[src/rtl/mdio_pkg.sv]
`timescale 1ns/1ps
package mdio_pkg;

  typedef enum logic [2:0] {
    ST_HUNT  = 3'd0,
    ST_START = 3'd1,
    ST_HDR   = 3'd2,
    ST_TA    = 3'd3,
    ST_DATA  = 3'd4
  } mdio_state_e;

  localparam logic [1:0] OP_WR = 2'b01;
  localparam logic [1:0] OP_RD = 2'b10;

endpackage

[src/rtl/mdio_preamble_det.sv]
`timescale 1ns/1ps
module mdio_preamble_det #(
  parameter int PRE_LEN = 32
) (
  input  logic clk,
  input  logic rst_n,
  input  logic hunt,
  input  logic bit_in,
  output logic pre_ok
);

  localparam int CW = $clog2(PRE_LEN + 1);
  localparam logic [CW-1:0] PRE_MAX = CW'(PRE_LEN);

  logic [CW-1:0] cnt_q, cnt_d;

  // Saturating run-length of consecutive ones while hunting
  always_comb begin
    cnt_d = cnt_q;
    if (!hunt || !bit_in) begin
      cnt_d = '0;
    end else if (cnt_q != PRE_MAX) begin
      cnt_d = cnt_q + 1'b1;
    end
  end

  always_ff @(posedge clk or negedge rst_n) begin
    if (!rst_n) begin
      cnt_q <= '0;
    end else begin
      cnt_q <= cnt_d;
    end
  end

  assign pre_ok = (cnt_q == PRE_MAX);

endmodule

[src/rtl/mdio_frame_fsm.sv]
`timescale 1ns/1ps
module mdio_frame_fsm
  import mdio_pkg::*;
#(
  parameter int PHY_W  = 5,
  parameter int REG_W  = 5,
  parameter int DATA_W = 16
) (
  input  logic              clk,
  input  logic              rst_n,
  input  logic              bit_in,
  input  logic              pre_ok,
  input  logic [PHY_W-1:0]  phy_strap,
  input  logic [DATA_W-1:0] rd_data,
  output logic              hunt,
  output logic [REG_W-1:0]  reg_addr,
  output logic              wr_stb,
  output logic [DATA_W-1:0] wr_data,
  output logic              tx_en_nxt,
  output logic              tx_bit_nxt
);

  localparam int HDR_W   = 2 + PHY_W + REG_W;
  localparam int CNT_MAX = (HDR_W > DATA_W) ? HDR_W : DATA_W;
  localparam int CNT_W   = $clog2(CNT_MAX);
  localparam logic [CNT_W-1:0] HDR_LAST  = CNT_W'(HDR_W - 1);
  localparam logic [CNT_W-1:0] DATA_LAST = CNT_W'(DATA_W - 1);

  mdio_state_e       st_q, st_d;
  logic [CNT_W-1:0]  bcnt_q, bcnt_d;
  logic [HDR_W-2:0]  hdr_q, hdr_d;
  logic [DATA_W-1:0] sh_q, sh_d;
  logic              is_rd_q, is_rd_d;
  logic [REG_W-1:0]  reg_q, reg_d;
  logic              wr_stb_q, wr_stb_d;
  logic [DATA_W-1:0] wr_data_q, wr_data_d;

  logic [HDR_W-1:0]  hdr_full;
  logic [1:0]        hdr_op;
  logic [PHY_W-1:0]  hdr_phy;
  logic [REG_W-1:0]  hdr_reg;
  logic              hdr_ok;

  assign hdr_full = {hdr_q, bit_in};
  assign hdr_op   = hdr_full[HDR_W-1 -: 2];
  assign hdr_phy  = hdr_full[REG_W +: PHY_W];
  assign hdr_reg  = hdr_full[REG_W-1:0];
  assign hdr_ok   = ((hdr_op == OP_WR) || (hdr_op == OP_RD)) && (hdr_phy == phy_strap);

  always_comb begin
    st_d      = st_q;
    bcnt_d    = bcnt_q;
    hdr_d     = hdr_q;
    sh_d      = sh_q;
    is_rd_d   = is_rd_q;
    reg_d     = reg_q;
    wr_stb_d  = 1'b0;
    wr_data_d = wr_data_q;
    case (st_q)
      ST_HUNT: begin
        if (!bit_in && pre_ok) begin
          st_d = ST_START;
        end
      end
      ST_START: begin
        if (bit_in) begin
          st_d   = ST_HDR;
          bcnt_d = '0;
        end else begin
          st_d = ST_HUNT;
        end
      end
      ST_HDR: begin
        hdr_d = hdr_full[HDR_W-2:0];
        if (bcnt_q == HDR_LAST) begin
          if (hdr_ok) begin
            st_d    = ST_TA;
            bcnt_d  = '0;
            is_rd_d = (hdr_op == OP_RD);
            reg_d   = hdr_reg;
          end else begin
            st_d = ST_HUNT;
          end
        end else begin
          bcnt_d = bcnt_q + 1'b1;
        end
      end
      ST_TA: begin
        if (bcnt_q == '0) begin
          bcnt_d = CNT_W'(1);
          if (is_rd_q) begin
            sh_d = rd_data;
          end
        end else begin
          st_d   = ST_DATA;
          bcnt_d = '0;
        end
      end
      ST_DATA: begin
        sh_d = {sh_q[DATA_W-2:0], bit_in};
        if (bcnt_q == DATA_LAST) begin
          st_d = ST_HUNT;
          if (!is_rd_q) begin
            wr_stb_d  = 1'b1;
            wr_data_d = {sh_q[DATA_W-2:0], bit_in};
          end
        end else begin
          bcnt_d = bcnt_q + 1'b1;
        end
      end
      default: st_d = ST_HUNT;
    endcase
  end

  always_ff @(posedge clk or negedge rst_n) begin
    if (!rst_n) begin
      st_q      <= ST_HUNT;
      bcnt_q    <= '0;
      hdr_q     <= '0;
      sh_q      <= '0;
      is_rd_q   <= 1'b0;
      reg_q     <= '0;
      wr_stb_q  <= 1'b0;
      wr_data_q <= '0;
    end else begin
      st_q      <= st_d;
      bcnt_q    <= bcnt_d;
      hdr_q     <= hdr_d;
      sh_q      <= sh_d;
      is_rd_q   <= is_rd_d;
      reg_q     <= reg_d;
      wr_stb_q  <= wr_stb_d;
      wr_data_q <= wr_data_d;
    end
  end

  assign hunt       = (st_q == ST_HUNT);
  assign reg_addr   = reg_q;
  assign wr_stb     = wr_stb_q;
  assign wr_data    = wr_data_q;
  // Second turnaround bit and every data bit of a read are driven
  assign tx_en_nxt  = is_rd_q && (((st_q == ST_TA) && (bcnt_q != '0)) || (st_q == ST_DATA));
  assign tx_bit_nxt = (st_q == ST_DATA) ? sh_q[DATA_W-1] : 1'b0;

endmodule

[src/rtl/mdio_tx_drv.sv]
`timescale 1ns/1ps
module mdio_tx_drv (
  input  logic clk,
  input  logic rst_n,
  input  logic tx_en,
  input  logic tx_bit,
  output logic line_oe,
  output logic line_out
);

  logic oe_d, out_d;

  always_comb begin
    oe_d  = tx_en;
    out_d = tx_en ? tx_bit : 1'b0;
  end

  // Launch on the falling edge; the station samples on the rising edge
  always_ff @(negedge clk or negedge rst_n) begin
    if (!rst_n) begin
      line_oe  <= 1'b0;
      line_out <= 1'b0;
    end else begin
      line_oe  <= oe_d;
      line_out <= out_d;
    end
  end

endmodule

[src/rtl/mdio_slave.sv]
`timescale 1ns/1ps
module mdio_slave #(
  parameter int PHY_W   = 5,
  parameter int REG_W   = 5,
  parameter int DATA_W  = 16,
  parameter int PRE_LEN = 32
) (
  input  logic              mdc,
  input  logic              rst_n,
  input  logic [PHY_W-1:0]  phy_addr_strap,
  input  logic              mdio_in,
  output logic              mdio_out,
  output logic              mdio_oe,
  output logic [REG_W-1:0]  rf_addr,
  output logic [DATA_W-1:0] rf_wdata,
  output logic              rf_wr,
  input  logic [DATA_W-1:0] rf_rdata
);

  logic hunt;
  logic pre_ok;
  logic tx_en_nxt;
  logic tx_bit_nxt;

  mdio_preamble_det #(.PRE_LEN(PRE_LEN)) u_pre (
    .clk    (mdc),
    .rst_n  (rst_n),
    .hunt   (hunt),
    .bit_in (mdio_in),
    .pre_ok (pre_ok)
  );

  mdio_frame_fsm #(.PHY_W(PHY_W), .REG_W(REG_W), .DATA_W(DATA_W)) u_fsm (
    .clk        (mdc),
    .rst_n      (rst_n),
    .bit_in     (mdio_in),
    .pre_ok     (pre_ok),
    .phy_strap  (phy_addr_strap),
    .rd_data    (rf_rdata),
    .hunt       (hunt),
    .reg_addr   (rf_addr),
    .wr_stb     (rf_wr),
    .wr_data    (rf_wdata),
    .tx_en_nxt  (tx_en_nxt),
    .tx_bit_nxt (tx_bit_nxt)
  );

  mdio_tx_drv u_tx (
    .clk      (mdc),
    .rst_n    (rst_n),
    .tx_en    (tx_en_nxt),
    .tx_bit   (tx_bit_nxt),
    .line_oe  (mdio_oe),
    .line_out (mdio_out)
  );

endmodule

[config.mk]
export PLATFORM = sky130hd
export DESIGN_NAME = mdio_slave
export DESIGN_NICKNAME = d
export VERILOG_FILES = /design/src/rtl/mdio_pkg.sv /design/src/rtl/mdio_preamble_det.sv /design/src/rtl/mdio_frame_fsm.sv /design/src/rtl/mdio_tx_drv.sv /design/src/rtl/mdio_slave.sv
export SDC_FILE = /design/constraint.sdc
export NUM_CORES = 1
export LEC_CHECK = 0
export BUFFER_PORTS_ARGS = -buffer_cell sky130_fd_sc_hd__buf_2
export CAP_MARGIN = 20
export CELL_PAD_IN_SITES_DETAIL_PLACEMENT = 1
export CELL_PAD_IN_SITES_GLOBAL_PLACEMENT = 1
export CORE_MARGIN = 5
export CORE_UTILIZATION = 48
export DETAILED_ROUTE_END_ITERATION = 8
export PLACE_DENSITY_LB_ADDON = 0.1
export SLEW_MARGIN = 5
export SYNTH_ARGS = -nofsm -noshare
export SYNTH_HDL_FRONTEND = slang
export SYNTH_SLANG_ARGS = --single-unit
[constraint.sdc]
create_clock -name mdc -period 2.6 [get_ports mdc]
set_input_delay 0.26 -clock mdc [delete_from_list [all_inputs] [get_ports mdc]]
set_output_delay 0.26 -clock mdc [all_outputs]
set_load 0.01 [all_outputs]
==> reports/metrics.yaml <==
die_w_um: 88.22
multi_input_area_um2: 1279
dpl_cell_area_um2: 3332
reg2reg_depth: 5
slew_viol_final: 0
diodes: 0
hold_ws_ps: 211.2
setup_viol: 0
cp-end-kind: "flip-flop"
crit_required_ps: 1480
grt_overflow: 0
synthArstFlopShare: 1.000
worstSetupStartpoint: "u_fsm.bcnt_q[1]"
synth_top_area_frac: 0.5369
core_area_um2: 5921
r2r-start: "u_fsm.bcnt_q[1]"
cts_tree: "done"
cts_buffer_depth: 2
fill_cells: 639
yosysSeqAreaShare: 0.5539
io-pin-count: 48
post-dp-hpwl_um: 4495
synth-edff-count: 0
grt.total_usage: 0.1851
timing.final.hold_violations: 0
p_per_area_nw_per_um2: 565.1
max-vdd-ir-drop_mv: 0.3533
die_h_um: 88.22
htreeDepth: 3
ys_types: 41
final.setup.tns_ps: 0
synth_seq_cells: 65
syn-cell-area_um2: 2937
synth_area_leaders: "dfrtp_1 54%, mux2_2 12%, mux2i_1 6.1%, o21ai_0 3.2%, nand2_1 2.8%"
crit_end: "u_tx.line_oe"
syn_inst: 236
syn_to_final_growth_pct: 21.64
drive_gt1_frac: 0.3934
reg2reg_slack_ps: 90
vias_per_cell: 5.292
wl_um: 6324
maxSlewHeadroom: 0.6064
r2r-end: "u_tx.line_oe"
critPathKind: "reg2reg"
drv_cap: 0
yosys.area.top_type: "dfrtp_1"
rsz0062_at_grt: "false"
cts_buffers: 9
portBuffers: 47
clock_skew_ps: 9.923
synth-main-ff-cell: "dfrtp_1"
grt_pass1_vias: 2248
ant_nets: 0
critPathLaunchType: "flip-flop"
routedWlPerCell_um: 16.64
die_area_um2: 7782
final_cell_mix: "63 x dfrtp_1, 47 x buf_2, 32 x mux2_2"
synth_area_per_cell_um2: 12.44
insertion_delay_ps: 330
start_util: 0.4960
worst_pin_slew_ps: 590.4
finalNetCount: 329
cts.clk_slew.worst_paths_ps: 70
yosys_warnings: 0
vias: 2011
hp-class: "in2reg"
drt_iter0_markers: 56
final_common_cell: "dfrtp_1"
drc: 0
drtPass1Iterations: 4
cts_root_buf: "clkbuf_8"
critPathMaxFanout: 2
gp_congestion: 0.7593
cts.sinks: 65
fin_area_um2: 3572
status: "completed"
grt_max_degree: 49
leakage_uw: 0.001714
stdcell_count: 380
arrival_ps: 1380
dp_cells: 362
syn-num-nets: 265
grt_pass1_wl_um: 10960
grt_antenna_before_repair: 0
register_area_um2: 1627
p_total_uw: 2018
num_rows: 28
## per-layer routing
metal	share of wire	vias to the layer above	global-route usage
met5	0	-	0
met4	0.016	0	0.06593
met3	0.033	11	0.04376
met2	0.51	40	0.3032
met1	0.45	1000	0.2415
li1	-	960	-
## Yosys cell counts, types with 2 or more instances
master     number
a21oi_1         3
a31oi_1         2
and3_1          2
and3b_1         2
buf_2           8
dfrtn_1         2
dfrtp_1        63
ha_1            5
inv_1           5
mux2_2         32
mux2i_1        18
nand2_1        22
nand2b_1        4
nand3_1         4
nand3b_1        2
nor2_1          6
nor2b_1         2
nor3b_1         3
o211ai_1        2
o21ai_0        19
o2bb2ai_1       2
xnor2_1         2
xor2_1          8
## stage by stage
step,worst slack [ps],utilization
6_report,91.40,0.6033
5_1_grt,11.98,0.6033
4_1_cts,39.67,0.5985
3_5_place_dp,-40.05,0.5628
2_1_floorplan,49.74,-
3_3_place_gp,15.83,0.5628
## layout make-up
cell class / instances / area share
Clock inverter: 4 / 0.01436
Timing Repair Buffer: 63 / 0.1002
Sequential cell: 65 / 0.4553
Inverter: 5 / 0.005254
Clock buffer: 12 / 0.04063
Multi-Input combinational cell: 156 / 0.3580
Tap cell: 75 / 0.02627
## cell families after synthesis
group / share of synthesized area
XOR/XNOR: 0.02983
buffers and inverters: 0.02386
adder cells (fa/ha/maj): 0.02130
AO/OA/AOI/OAI: 0.07030
flip-flops: 0.5539
AND/OR/NAND/NOR: 0.1129
multiplexers: 0.1879
## worst min path at each step
| stage | cells past startpoint | start | to |
|---|---|---|---|
| finish | 3 | rf_rdata[10] | u_fsm.sh_q[10] |
| global placement | 1 | rst_n | u_fsm.bcnt_q[1] |
| CTS | 3 | rf_rdata[10] | u_fsm.sh_q[10] |
| detailed placement | 1 | rst_n | u_fsm.bcnt_q[1] |
| floorplan | 0 | rst_n | u_fsm.bcnt_q[0] |
| global route | 3 | rf_rdata[10] | u_fsm.sh_q[10] |
## flip-flops by register name, summed over array words and instances, names as in the netlist
signal	count
u_fsm.hdr_q	11
u_fsm.sh_q	16
u_fsm.is_rd_q	1
u_tx.line_out	1
u_pre.cnt_q	6
u_fsm.bcnt_q	4
u_tx.line_oe	1
u_fsm.wr_stb	1
u_fsm.st_q	3
u_fsm.reg_addr	5
u_fsm.wr_data	16
## critical path: stages, from the launching register on
cell and delay [ps]:
dfrtp_1 400, inv_2 80, ha_4 120, nor3b_4 210, nor2b_2 80, o21a_1 170
## timing repair
action                     CTS  global route
hold buffers                 1             0
buffers inserted             0             1
setup endpoints to repair    1             1
hold endpoints to repair    15             0
gates resized for setup      1             6
## power breakdown
part           switching, uW  internal [uW]
Combinational           59.4           48.2
Sequential              20.2           1040
Clock                    379            472
Power figures use the tool's default switching activity.
